<file path="src/rtl/remote_pkg.sv">
package remote_pkg;

    localparam int unsigned LEAD_BITS       = 4;
    localparam int unsigned FRAME_BITS      = 11;
    localparam int unsigned LAST_FRAME_BITS = 12;
    localparam int unsigned PKT_BITS        = LEAD_BITS + 2 * FRAME_BITS + LAST_FRAME_BITS;

    localparam logic [7:0] HDR_FIRST  = 8'hFF;
    localparam logic [7:0] HDR_SECOND = 8'hFD;
    localparam logic [7:0] CMD_FWD    = 8'hF4;
    localparam logic [7:0] CMD_REV    = 8'hF5;
    localparam logic [7:0] CMD_REL    = 8'hF0;

    localparam int unsigned BTN_FWD = 0;
    localparam int unsigned BTN_REV = 1;
    localparam int unsigned BTN_NUM = 2;

    typedef enum logic [1:0] {
        ST_IDLE,
        ST_WAKE,
        ST_PKT,
        ST_GAP
    } seq_state_t;

    typedef enum logic [1:0] {
        SRC_NONE,
        SRC_FWD,
        SRC_REV
    } btn_src_t;

    typedef logic [PKT_BITS-1:0] pkt_vec_t;

    // One byte with start bit in position 0 and two stop bits on top.
    function automatic logic [FRAME_BITS-1:0] frame_byte(input logic [7:0] b);
        return {2'b11, b, 1'b0};
    endfunction

    // Whole packet, bit 0 leaves the line first.
    function automatic pkt_vec_t build_packet(input logic [7:0] cmd);
        pkt_vec_t v;
        v[LEAD_BITS-1:0]                                = '1;
        v[LEAD_BITS +: FRAME_BITS]                      = frame_byte(HDR_FIRST);
        v[LEAD_BITS + FRAME_BITS +: FRAME_BITS]         = frame_byte(HDR_SECOND);
        v[LEAD_BITS + 2 * FRAME_BITS +: LAST_FRAME_BITS] = {1'b1, frame_byte(cmd)};
        return v;
    endfunction

    function automatic logic is_command_code(input logic [7:0] b);
        return (b == CMD_FWD) || (b == CMD_REV) || (b == CMD_REL);
    endfunction

endpackage

</file>
<file path="src/rtl/btn_sync.sv">
module btn_sync #(
    parameter int unsigned N = 2
) (
    input  logic         clk,
    input  logic         rst,
    input  logic [N-1:0] raw_n,
    output logic [N-1:0] pressed
);

    generate
        for (genvar i = 0; i < N; i++) begin : g_sync
            logic meta_q;
            logic stable_q;
            always_ff @(posedge clk) begin
                if (rst) begin
                    meta_q   <= 1'b1;
                    stable_q <= 1'b1;
                end else begin
                    meta_q   <= raw_n[i];
                    stable_q <= meta_q;
                end
            end
            assign pressed[i] = ~stable_q;
        end
    endgenerate

endmodule

</file>
<file path="src/rtl/pkt_serializer.sv">
module pkt_serializer
    import remote_pkg::*;
#(
    parameter int unsigned CYC_PER_BIT = 125
) (
    input  logic       clk,
    input  logic       rst,
    input  logic       load,
    input  logic [7:0] load_cmd,
    output logic       bit_out,
    output logic       done
);

    localparam int unsigned TW = (CYC_PER_BIT > 1) ? $clog2(CYC_PER_BIT) : 1;
    localparam int unsigned IW = $clog2(PKT_BITS);
    localparam logic [TW-1:0] T_LAST = TW'(CYC_PER_BIT - 1);
    localparam logic [IW-1:0] I_LAST = IW'(PKT_BITS - 1);

    pkt_vec_t      shreg;
    logic [TW-1:0] tcnt;
    logic [IW-1:0] idx;
    logic          active;

    logic bit_end;
    assign bit_end = active && (tcnt == T_LAST);

    always_ff @(posedge clk) begin
        if (rst) begin
            shreg  <= '0;
            tcnt   <= '0;
            idx    <= '0;
            active <= 1'b0;
        end else if (load) begin
            shreg  <= build_packet(load_cmd);
            tcnt   <= '0;
            idx    <= '0;
            active <= 1'b1;
        end else if (bit_end) begin
            tcnt  <= '0;
            shreg <= {1'b0, shreg[PKT_BITS-1:1]};
            if (idx == I_LAST) begin
                active <= 1'b0;
            end else begin
                idx <= idx + 1'b1;
            end
        end else if (active) begin
            tcnt <= tcnt + 1'b1;
        end
    end

    assign bit_out = shreg[0];
    assign done    = bit_end && (idx == I_LAST);

endmodule

</file>
<file path="src/rtl/seq_ctrl.sv">
module seq_ctrl
    import remote_pkg::*;
#(
    parameter int unsigned WAKE_CYC = 54000,
    parameter int unsigned GAP_CYC  = 31200
) (
    input  logic       clk,
    input  logic       rst,
    input  logic       fwd_p,
    input  logic       rev_p,
    input  logic       pkt_done,
    output seq_state_t state_o,
    output logic [7:0] cmd_o,
    output logic       load,
    output logic [7:0] load_cmd
);

    localparam int unsigned MAXC = (WAKE_CYC > GAP_CYC) ? WAKE_CYC : GAP_CYC;
    localparam int unsigned CW   = $clog2(MAXC + 1);
    localparam logic [CW-1:0] WAKE_LAST = CW'(WAKE_CYC - 1);
    localparam logic [CW-1:0] GAP_LAST  = CW'(GAP_CYC - 1);

    seq_state_t    st, st_n;
    btn_src_t      src, src_n;
    logic [CW-1:0] cnt, cnt_n;
    logic [7:0]    cmd, cmd_n;
    logic          rel, rel_n;
    logic          held;

    always_comb begin
        case (src)
            SRC_FWD: held = fwd_p;
            SRC_REV: held = rev_p;
            default: held = 1'b0;
        endcase
    end

    always_comb begin
        st_n  = st;
        src_n = src;
        cnt_n = cnt;
        cmd_n = cmd;
        rel_n = rel;
        load  = 1'b0;
        case (st)
            ST_IDLE: begin
                cnt_n = '0;
                rel_n = 1'b0;
                if (fwd_p) begin
                    st_n  = ST_WAKE;
                    src_n = SRC_FWD;
                    cmd_n = CMD_FWD;
                end else if (rev_p) begin
                    st_n  = ST_WAKE;
                    src_n = SRC_REV;
                    cmd_n = CMD_REV;
                end
            end
            ST_WAKE: begin
                if (cnt == WAKE_LAST) begin
                    cnt_n = '0;
                    st_n  = ST_PKT;
                    load  = 1'b1;
                end else begin
                    cnt_n = cnt + 1'b1;
                end
            end
            ST_PKT: begin
                if (pkt_done) begin
                    st_n  = ST_GAP;
                    cnt_n = '0;
                end
            end
            ST_GAP: begin
                if (cnt == GAP_LAST) begin
                    cnt_n = '0;
                    if (rel) begin
                        st_n  = ST_IDLE;
                        src_n = SRC_NONE;
                    end else begin
                        st_n = ST_PKT;
                        load = 1'b1;
                        if (!held) begin
                            cmd_n = CMD_REL;
                            rel_n = 1'b1;
                        end
                    end
                end else begin
                    cnt_n = cnt + 1'b1;
                end
            end
            default: st_n = ST_IDLE;
        endcase
    end

    always_ff @(posedge clk) begin
        if (rst) begin
            st  <= ST_IDLE;
            src <= SRC_NONE;
            cnt <= '0;
            cmd <= CMD_REL;
            rel <= 1'b0;
        end else begin
            st  <= st_n;
            src <= src_n;
            cnt <= cnt_n;
            cmd <= cmd_n;
            rel <= rel_n;
        end
    end

    assign state_o  = st;
    assign cmd_o    = cmd;
    assign load_cmd = cmd_n;

endmodule

</file>
<file path="src/rtl/remote_seq.sv">
module remote_seq
    import remote_pkg::*;
#(
    parameter int unsigned CYC_PER_BIT = 125,
    parameter int unsigned WAKE_CYC    = 54000,
    parameter int unsigned GAP_CYC     = 31200
) (
    input  logic clk,
    input  logic rst,
    input  logic fwd_btn_n,
    input  logic rev_btn_n,
    output logic tx_line,
    output logic busy
);

    logic [BTN_NUM-1:0] pressed;
    logic [BTN_NUM-1:0] raw_n;
    seq_state_t         st;
    logic [7:0]         cur_cmd;
    logic               load;
    logic [7:0]         load_cmd;
    logic               ser_bit;
    logic               ser_done;

    assign raw_n[BTN_FWD] = fwd_btn_n;
    assign raw_n[BTN_REV] = rev_btn_n;

    btn_sync #(.N(BTN_NUM)) u_sync (
        .clk     (clk),
        .rst     (rst),
        .raw_n   (raw_n),
        .pressed (pressed)
    );

    seq_ctrl #(
        .WAKE_CYC (WAKE_CYC),
        .GAP_CYC  (GAP_CYC)
    ) u_ctrl (
        .clk      (clk),
        .rst      (rst),
        .fwd_p    (pressed[BTN_FWD]),
        .rev_p    (pressed[BTN_REV]),
        .pkt_done (ser_done),
        .state_o  (st),
        .cmd_o    (cur_cmd),
        .load     (load),
        .load_cmd (load_cmd)
    );

    pkt_serializer #(.CYC_PER_BIT(CYC_PER_BIT)) u_ser (
        .clk      (clk),
        .rst      (rst),
        .load     (load),
        .load_cmd (load_cmd),
        .bit_out  (ser_bit),
        .done     (ser_done)
    );

    always_comb begin
        case (st)
            ST_WAKE: tx_line = 1'b1;
            ST_PKT:  tx_line = ser_bit;
            default: tx_line = 1'b0;
        endcase
    end

    assign busy = (st != ST_IDLE);

endmodule

</file>
<file path="config.mk">
export PLATFORM = sky130hd
export DESIGN_NAME = remote_seq
export DESIGN_NICKNAME = d
export VERILOG_FILES = /design/src/rtl/remote_pkg.sv /design/src/rtl/btn_sync.sv /design/src/rtl/pkt_serializer.sv /design/src/rtl/seq_ctrl.sv /design/src/rtl/remote_seq.sv
export SDC_FILE = /design/constraint.sdc
export NUM_CORES = 1
export LEC_CHECK = 0
export BUFFER_PORTS_ARGS = -buffer_cell sky130_fd_sc_hd__buf_2
export CORE_UTILIZATION = 56
export CTS_CLUSTER_DIAMETER = 120
export CTS_CLUSTER_SIZE = 16
export DETAILED_ROUTE_END_ITERATION = 8
export PLACE_DENSITY = 0.83
export RECOVER_POWER = 25
export SLEW_MARGIN = 15
export SYNTH_ARGS = -nofsm -noshare
export SYNTH_HDL_FRONTEND = slang
export SYNTH_SLANG_ARGS = --single-unit
</file>
<file path="constraint.sdc">
create_clock -name clk -period 2.2 [get_ports clk]
set_clock_uncertainty 0.05 [all_clocks]
set_input_delay 0.11 -clock clk [delete_from_list [all_inputs] [get_ports clk]]
set_output_delay 0.11 -clock clk [all_outputs]
set_load 0.02 [all_outputs]
</file>
== Yosys cells after proc, flatten, opt, wreduce, memory -nomap -nowiden ==
Index checks and enable logic that the tools add are counted.

* Register bits after elaboration: 85
* Bits of input ports: 4
* Output and inout port bits: 2
* Logic and storage cells: 85

* Add/subtract/negate cells: 3
* Eq/ne operators: 14
* Multiplexer cells: 37
* Bitwise gates (word level): 3
* Reduce and logical (&&, ||, !) cells: 14

{| class="wikitable"
|+ Operator list
! cell !! number
|-
| 38-bit two-way mux || 2
|-
| 16-bit case mux with 4 select lines || 1
|-
| 16-bit two-way mux || 3
|-
| 8-bit two-way mux || 5
|-
| 2-bit two-way mux || 10
|-
| 16-bit by 1-bit adder with 16-bit output, second input constant || 1
|-
| 16-bit by 15-bit == test with 1-bit output, second input constant || 1
|-
| 16-bit == test, second input constant || 1
|-
| 8-bit case mux with 2 select lines || 1
|-
| 1-bit two-way mux || 9
|-
| 1-bit case mux with 2 select lines || 4
|-
| 2-bit case mux with 4 select lines || 1
|-
| 4-bit AND reduction || 2
|-
| 2-bit nonzero test || 4
|-
| 7-bit by 1-bit adder with 7-bit output, second input constant || 1
|-
| 7-bit == test, second input constant || 1
|-
| 6-bit by 1-bit adder with 6-bit output, second input constant || 1
|-
| 2-bit == test, second input constant || 3
|-
| 6-bit == test, second input constant || 1
|-
| 2-bit by 1-bit != test with 1-bit output, second input constant || 3
|-
| 2-bit AND reduction || 3
|-
| 2-bit by 1-bit == test with 1-bit output, second input constant || 2
|-
| 2-bit case mux with 2 select lines || 1
|-
| 3-bit != test, second input constant || 1
|-
| 6 further kinds || 9
|}

== Logic depth before layout (Yosys ltp) ==
Gate-level depths: netlist of run 1.

* Word-level depth: 7
* Depth in mapped cells: 8
* Gate-level depth less buffers: 7

== By module ==
From an unflattened synthesis of run 1, not the netlist that was laid out.

* Cells, all modules: 457
* Area total of the unflattened synthesis: 4150.2 um2

{| class="wikitable"
|+ Modules (own cells, without submodules)
! module !! instances !! cells each !! area each (um2)
|-
| pkt_serializer || 1 || 262 || 2381.0
|-
| seq_ctrl || 1 || 177 || 1596.5
|-
| btn_sync || 1 || 10 || 112.6
|-
| remote_seq || 1 || 8 || 60.1
|}

== Worst setup path before layout of run 1 ==
Ideal clock, no wire load.

* Kind: register -> register
* Start: register u_ctrl.cnt[0]
* End: register u_ser.shreg[31]
* Arrival: 1975 ps
* Required time: 2063 ps
* Slack: 88 ps
* Stages on the path, launching flop included: 7
* Path buffers: 0
* Period minus slack after synthesis: 2112 ps
* Cell sequence: dfxtp_1 ha_1 nand4b_2 nor4_4 a41oi_2 nor2b_4 a221oi_2

* Word-level cells in the longest chain between the ends: 4

{| class="wikitable"
|+ Ends and longest elaborated chain
! what !! RTL line !! text
|-
| start: declaration || seq_ctrl.sv:25 || <nowiki>logic [CW-1:0] cnt, cnt_n;</nowiki>
|-
| start signal: assignment || seq_ctrl.sv:106 || <nowiki>cnt <= cnt_n;</nowiki>
|-
| 16-bit by 15-bit == test with 1-bit output / 16-bit == test (equally long branches) || seq_ctrl.sv:75, seq_ctrl.sv:60 ||
|-
| 8-bit two-way mux, or another cell as far along || seq_ctrl.sv:75 || <nowiki>if (cnt == GAP_LAST) begin</nowiki>
|-
| 8-bit case mux with 2 select lines / 1-bit case mux with 2 select lines (equally long branches) || seq_ctrl.sv:45 || <nowiki>case (st)</nowiki>
|-
| 38-bit two-way mux / 2-bit nonzero test (equally long branches) || -- ||
|-
| end signal: assignment || pkt_serializer.sv:34 || <nowiki>shreg <= build_packet(load_cmd);</nowiki>
|-
| end signal: assignment || pkt_serializer.sv:40 || <nowiki>shreg <= {1'b0, shreg[PKT_BITS-1:1]};</nowiki>
|-
| end: declaration || pkt_serializer.sv:19 || <nowiki>pkt_vec_t shreg;</nowiki>
|}

Several ways; a longest one is shown, not always the timed one.
A chain may end at the register's enable or synchronous reset.

== Worst setup path in the final report of run 1 ==
* Start: register u_ctrl.cnt[11]
* End: register u_ser.tcnt[0]

* Word-level cells in the longest chain between the ends: 4

{| class="wikitable"
|+ Ends and longest elaborated chain
! what !! RTL line !! text
|-
| 16-bit by 15-bit == test with 1-bit output / 16-bit == test (equally long branches) || seq_ctrl.sv:75, seq_ctrl.sv:60 ||
|-
| 1-bit two-way mux (on tied branches) || seq_ctrl.sv:75, seq_ctrl.sv:60 ||
|-
| 1-bit case mux with 2 select lines * || seq_ctrl.sv:45 ||
|-
| 3-bit OR reduction (no source line) * || -- ||
|-
| end signal: assignment || pkt_serializer.sv:47 || <nowiki>tcnt <= tcnt + 1'b1;</nowiki>
|-
| end: declaration || pkt_serializer.sv:20 || <nowiki>logic [TW-1:0] tcnt;</nowiki>
|}

Mark *: on every way between the ends. The rest lies on a longest branch, timed or not.

==> results of run 1 <==
[synthesized netlist by cell type, types with 3 or more instances]
cell / count
nand2_1: 79
nand2b_1: 3
nor2_1: 29
or3_1: 3
ha_1: 11
or2_2: 4
xor2_1: 8
clkbuf_1: 17
o21ai_0: 6
o31ai_1: 9
buf_2: 4
mux2i_1: 9
or4_1: 10
a221oi_2: 4
a31oi_1: 31
nand3_1: 15
nor3_1: 4
dfxtp_1: 85
xnor2_1: 3
a21oi_1: 27
and3_1: 3
inv_1: 15
nand4_1: 9
and4_1: 3
buf_4: 4
[routing by layer]
metal  global-route usage  wire [um]  part of all wire
met1                0.281       3430              0.44
met2                0.392       3830              0.50
met3               0.0418        288             0.037
met4                0.119        178             0.023
met5                    0          0                 0
[report_power, final]
part,switching [mW],total (mW),internal (mW)
clock,0.581,1.23,0.645
combinational,0.425,0.633,0.209
sequential,0.0349,1.63,1.60
[cell families (layout without fill, tap and decap cells)]
family,after synthesis,after routing
and+or+nand+nor,178,178
AOI/OAI and AO/OA,100,100
DFF,85,85
buffers and inverters,40,54
adders and majority gates,11,11
xor gates and xnor gates,11,11
muxes,9,9
[worst reg2reg max path, cell delays in order (launching register included)]
cell and delay (ns):
dfxtp_1 0.38, or3b_2 0.52, nor4_4 0.25, buf_4 0.19, a32oi_4 0.08, buf_4 0.24, nand3_1 0.23, nor2_1 0.09
[cell usage in the layout (no fill, tap or decap), types with 3 or more instances in the layout]
cell | synthesis | routed
or2_2 | 4 | 4
a21oi_1 | 27 | 27
nand2_1 | 79 | 79
or4_1 | 10 | 10
a31oi_1 | 31 | 31
clkbuf_8 | 0 | 9
nand3_1 | 15 | 15
dfxtp_1 | 85 | 85
nand4_1 | 9 | 9
nand2b_1 | 3 | 3
o31ai_1 | 9 | 9
nor2_1 | 29 | 29
nor3_1 | 4 | 4
buf_2 | 4 | 3
o21ai_0 | 6 | 7
mux2i_1 | 9 | 9
xor2_1 | 8 | 8
xnor2_1 | 3 | 3
and3_1 | 3 | 3
buf_4 | 4 | 14
a221oi_2 | 4 | 4
or3_1 | 3 | 3
ha_1 | 11 | 11
inv_1 | 15 | 15
and4_1 | 3 | 3
[repair_timing]
item | in CTS | in global routing
setup buffers | 0 | 2
pin swaps | 1 | 1
endpoints found under the setup margin | 3 | 8
gates resized for setup | 0 | 0
hold buffers | 2 | 0
endpoints found under the hold margin | 2 | 0
[state kept, by name, summed over array words and instances, names as in the netlist]
| register | cells |
|---|---|
| u_ctrl.rel | 1 |
| u_ser.tcnt | 7 |
| u_sync.g_sync.meta_q | 2 |
| u_sync.g_sync.stable_q | 2 |
| u_ser.active | 1 |
| u_ser.shreg | 38 |
| u_ctrl.cmd_o | 8 |
| u_ctrl.cnt | 16 |
| u_ctrl.src | 2 |
| u_ctrl.state_o | 2 |
| u_ser.idx | 6 |
[worst paths after layout]
| check | endpoint | slack (ns) | cells past startpoint |
|---|---|---|---|
| max | u_ser.tcnt[0] | 0.07 | 7 |
| min | u_ctrl.src[0] | 0.08 | 2 |
| max reg2reg | u_ser.tcnt[0] | 0.07 | 7 |
| min reg2reg | u_sync.g_sync[0].stable_q | 0.36 | 1 |
[layout make-up]
type                       instances  area, um^2  share of cell area
clock buffer                       9         124              0.0292
clock inverter                     7        97.6              0.0230
inverter                          15        56.3              0.0133
multi-input combinational        309        1970               0.466
sequential                        85        1700               0.402
tap                               77        96.3              0.0227
timing repair buffer              23         188              0.0443
[through the flow]
stage	std cells	hold WS, ns
floorplan	434	0.164
global placement	505	0.245
detailed placement	505	0.246
CTS	523	0.0730
global route	525	0.0993
finish	525	0.0756
==> metrics.txt, run 1 <==
crit path launch type=flop; Final min period=2.13 ns; number of port buffers=5; Post-Synth Adder-Cell Area=0.0358; area of the core=0.00649 mm^2; LEAKAGE=1.46 nW; ys async rst share=0; drt drc=0; initial antenna violation count=0; TritonCTS Buffers=9; reg2reg start=u_ctrl.cnt[11]; FILL cells=505; setup_tns=0 ns; post-route ant nets=0; sequential area share after synthesis=0.443; largest family of logic cells by synthesized area=simple AND/OR/NAND/NOR gates; xor and xnor area share after synthesis=0.0251; P&R area growth vs syn=10.2%; HP Start=rst; Slowest-stage cell, CP=or3b_2; synthesized area=0.00384 mm^2; worst-margin pin slew=0.734 ns; # rows=29; Data arrival, critical path=2.32 ns; Tot GR Track Use=0.231; DP Area=between 0.003 and 0.004 mm^2; Top Ports=6; final core utilization=0.652; Mean Syn Cell Area=8.86 um^2; Synth Warn #=0; crit path max fanout=20; slowest stage delay, CP=0.52 ns; post-synthesis mux area share=0.0234; Post-synth EDFFs=0; critical path, cell by cell=or3b_2 > nor4_4 > buf_4 > a32oi_4 > buf_4 > nand3_1 > nor2_1; final setup fails=0; largest net degree at the start of global routing=45; simple-gate share of the synthesized area=0.244; ys flop type=dfxtp_1; Synth Area in Compound Gates=0.185; setup slack after layout=between 0.06 and 0.07 ns; TritonCTS sink count=85; die width=84.8 um; period utilization=0.969; H-tree depth=3; Die Footprint=0.00720 mm^2; Vias/cell=6.12; Synth area leader=dfxtp_1; routability cong.=0.782; Clk Latency, worst-skew pair=0.36 ns; post-synth top area share=0.443; drt pass-1 iters=4; HP Class=in -> reg; post-DP HPWL=5.06 mm; Avg WL per Cell=around 15 um; crit end category=flop; final WL=7.72 mm; CTS root buf=clkbuf_8; Max Slew Vio Count=0; Synth area leaders=dfxtp_1 (44%), nand2_1 (7.7%), a31oi_1 (5.0%); Overall Power=between 3 and 4 mW; layout cell share with drive strength beyond 1=0.127; Peak VDD IR=529 uV; DR iter-0 viols=around 190; synthesis-stage register bit count=85; Initial Util=0.592; crit path launch=u_ctrl.cnt[11]; Most Frequent Cell on Critical Path=buf_4; cells after synthesis=around 430; final net count=458; Worst EP required=2.39 ns; post-synthesis cell type count=54; Vias=3212; CP top delay family=simple AND/OR/NAND/NOR gates; vias in the first global route=2992; RSZ-0062 raised after global routing=no; post-synth net total=~450; f_max=469 MHz; CTS tree=built; PD cells=825 mW/mm^2; clock buffer depth=2; CP Class=reg -> reg; Reg clk slew, reported paths=approximately 0.09 ns; Design Area, Final=0.00424 mm^2; Die Ht=84.8 um; gr ovfl total=0; pre-CTS WS=0.0120 ns; buffers and inverters on the worst path=2; Fin. Hold Viols=0; status=finished clean; max cap viols=0; global-route wire length before repair=13.3 mm; Antenna Cells=0; Rel. slew slack=0.506
No activity file was read; power rests on OpenSTA's default activity.
==> run 2: changes to the inputs <==
CORE_UTILIZATION = 62   (was 56)
PLACE_DENSITY = 0.87   (was 0.83)
clock period = 2.25 ns   (was 2.2 ns; I/O delays follow)
==> run 2 against run 1 <==
Setup slack better by 0.055 ns. Worst hold slack improved by 0.29 ns. Cell area decreased by 1.6%. Core utilization increased by 4.8 points. Flip-flop and latch count unchanged. Critical endpoint is now u_ctrl.state_o[1]. Largest power group unchanged.
==> metrics.txt, run 2 (same netlist as run 1, synthesis figures left out) <==
setup_tns=0 ns; Worst EP required=2.39 ns; H-tree depth=3; CP Class=reg -> reg; Reg clk slew, reported paths=0.09 ns; # rows=28; Vias/cell=a little over 6; clock buffer depth=2; Clk Latency, worst-skew pair=0.35 ns; global-route wire length before repair=13.2 mm; Final Hold Slack=0.367 ns; crit path max fanout=7; post-DP HPWL=5.08 mm; Vias=3176; Reg power frac=0.494; TritonCTS sink count=85; Largest register FFs=38; Peak VDD IR=781 uV; Max Slew Vio Count=0; PD cells=779 mW/mm^2; area of the core=0.00596 mm^2; Data arrival, critical path=2.27 ns; crit end category=flop; drt pass-1 iters=5; period utilization=0.946; RSZ-0062 raised after global routing=no; Combinational Power Share=0.189; CTS tree=built; most frequent cells in the layout=dfxtp_1 (85), nand2_1 (79), a31oi_1 (31); number of port buffers=5; HP Class=reg -> reg; LEAKAGE=1.42 nW; register name with the most flops=u_ser.shreg; CTS root buf=clkbuf_8; TritonCTS Buffers=9; Fin. Hold Viols=0; Die Ht=around 80 um; Initial Util=0.645; critical path, cell by cell=or3b_2 > nor4_1 > buf_4 > nor2_1 > o41ai_1 > a21oi_1; die width=80.7 um; routability cong.=0.813; final net count=457; sw frac=0.312; largest net degree at the start of global routing=34; f_max=470 MHz; Rel. slew slack=0.236; worst-margin pin slew=1.15 ns; Tot GR Track Use=0.261; Final min period=approximately 2.1 ns; Resize count post-CTS=0; post-route ant nets=0; gr ovfl total=0; crit path launch type=flop; Top Ports=6; commonest non-fill, non-tap cell in the layout=dfxtp_1; Slowest-stage cell, CP=or3b_2; FILL cells=449; final WL=7.78 mm; initial antenna violation count=0; drt drc=0; Clock power frac=0.317; Cell Int Power=around 2.2 mW; slowest stage delay, CP=between 0.4 and 0.5 ns; switching power=1.01 mW; vias in the first global route=approximately 3000; DR iter-0 viols=slightly below 200; max cap viols=0; final setup fails=0; layout cell share with drive strength beyond 1=0.121; Die Footprint=0.00652 mm^2; status=finished clean; Avg WL per Cell=14.9 um; Antenna Cells=0; P&R area growth vs syn=8.43%
run 2: changes by cell type in the layout (fill, tap and decap cells not counted), sizes merged:
cell / previous run / this run
bufinv: 2 / 0
buf: 19 / 17
clkinv: 1 / 0
inv: 17 / 18
clkbuf: 11 / 14
run 2: critical path: cells and delay by family, from the launching register on:
kind / cells / cell delay [ns]
AOI/OAI and AO/OA: 2 / 0.55
buffers and inverters: 1 / 0.19
and+or+nand+nor: 3 / 0.81
DFF: 1 / 0.37
run 2: worst paths after layout:
path,slack (ns),end,start,cells past startpoint
setup / recovery,0.12,u_ctrl.state_o[1],u_ctrl.cnt[11],6
hold / removal,0.37,u_sync.g_sync[1].stable_q,u_sync.g_sync[1].meta_q,1
setup reg to reg,0.12,u_ctrl.state_o[1],u_ctrl.cnt[11],6
hold reg to reg,0.37,u_sync.g_sync[1].stable_q,u_sync.g_sync[1].meta_q,1
run 2: repair_timing:
item	4_1_cts	5_1_grt
setup buffers	0	1
setup endpoints to repair	0	17
endpoints found under the hold margin	2	0
hold buffers	2	0
run 2: final cells by class:
cell class | count | area, um^2 | area share
multi-input cells | 309 | 1960 | 0.470
flip-flops and latches | 85 | 1700 | 0.408
repair buffers | 22 | 166 | 0.0399
clock buffers | 11 | 151 | 0.0363
well taps | 75 | 93.8 | 0.0225
inverters | 15 | 56.3 | 0.0135
clock inverters | 5 | 41.3 | 0.00991
run 2: power groups by stage:
stage / Sequential, mW / Combinational [mW] / Clock [mW]
final: 1.60 / 0.615 / 1.03
after global routing: 1.61 / 0.664 / 1.10
after CTS: 1.60 / 0.605 / 1.05
after detailed placement: 1.64 / 0.587 / 0
after global placement: 1.63 / 0.570 / 0
after floorplan: 1.63 / 0.459 / 0
run 2: metal layers:
metal,track usage,wire (um),up-vias
met2,0.446,3910,93
met1,0.327,3440,1500
li1,-,-,1575
met5,0,0,-
met3,0.0674,373,8
met4,0.0696,62,0
run 2: stage by stage:
| step | utilization | power (mW) | std cells | worst slack (ns) | area (um^2) |
|---|---|---|---|---|---|
| 2_1_floorplan | - | 2.09 | 434 | 0.138 | 3840 |
| 3_3_place_gp | 0.666 | 2.20 | 503 | 0.180 | 3970 |
| 3_5_place_dp | 0.666 | 2.22 | 503 | 0.0824 | 3970 |
| 4_1_cts | 0.702 | 3.25 | 521 | 0.0288 | 4180 |
| 5_1_grt | 0.700 | 3.38 | 522 | 0.0390 | 4170 |
| 6_report | 0.700 | 3.25 | 522 | 0.122 | 4170 |
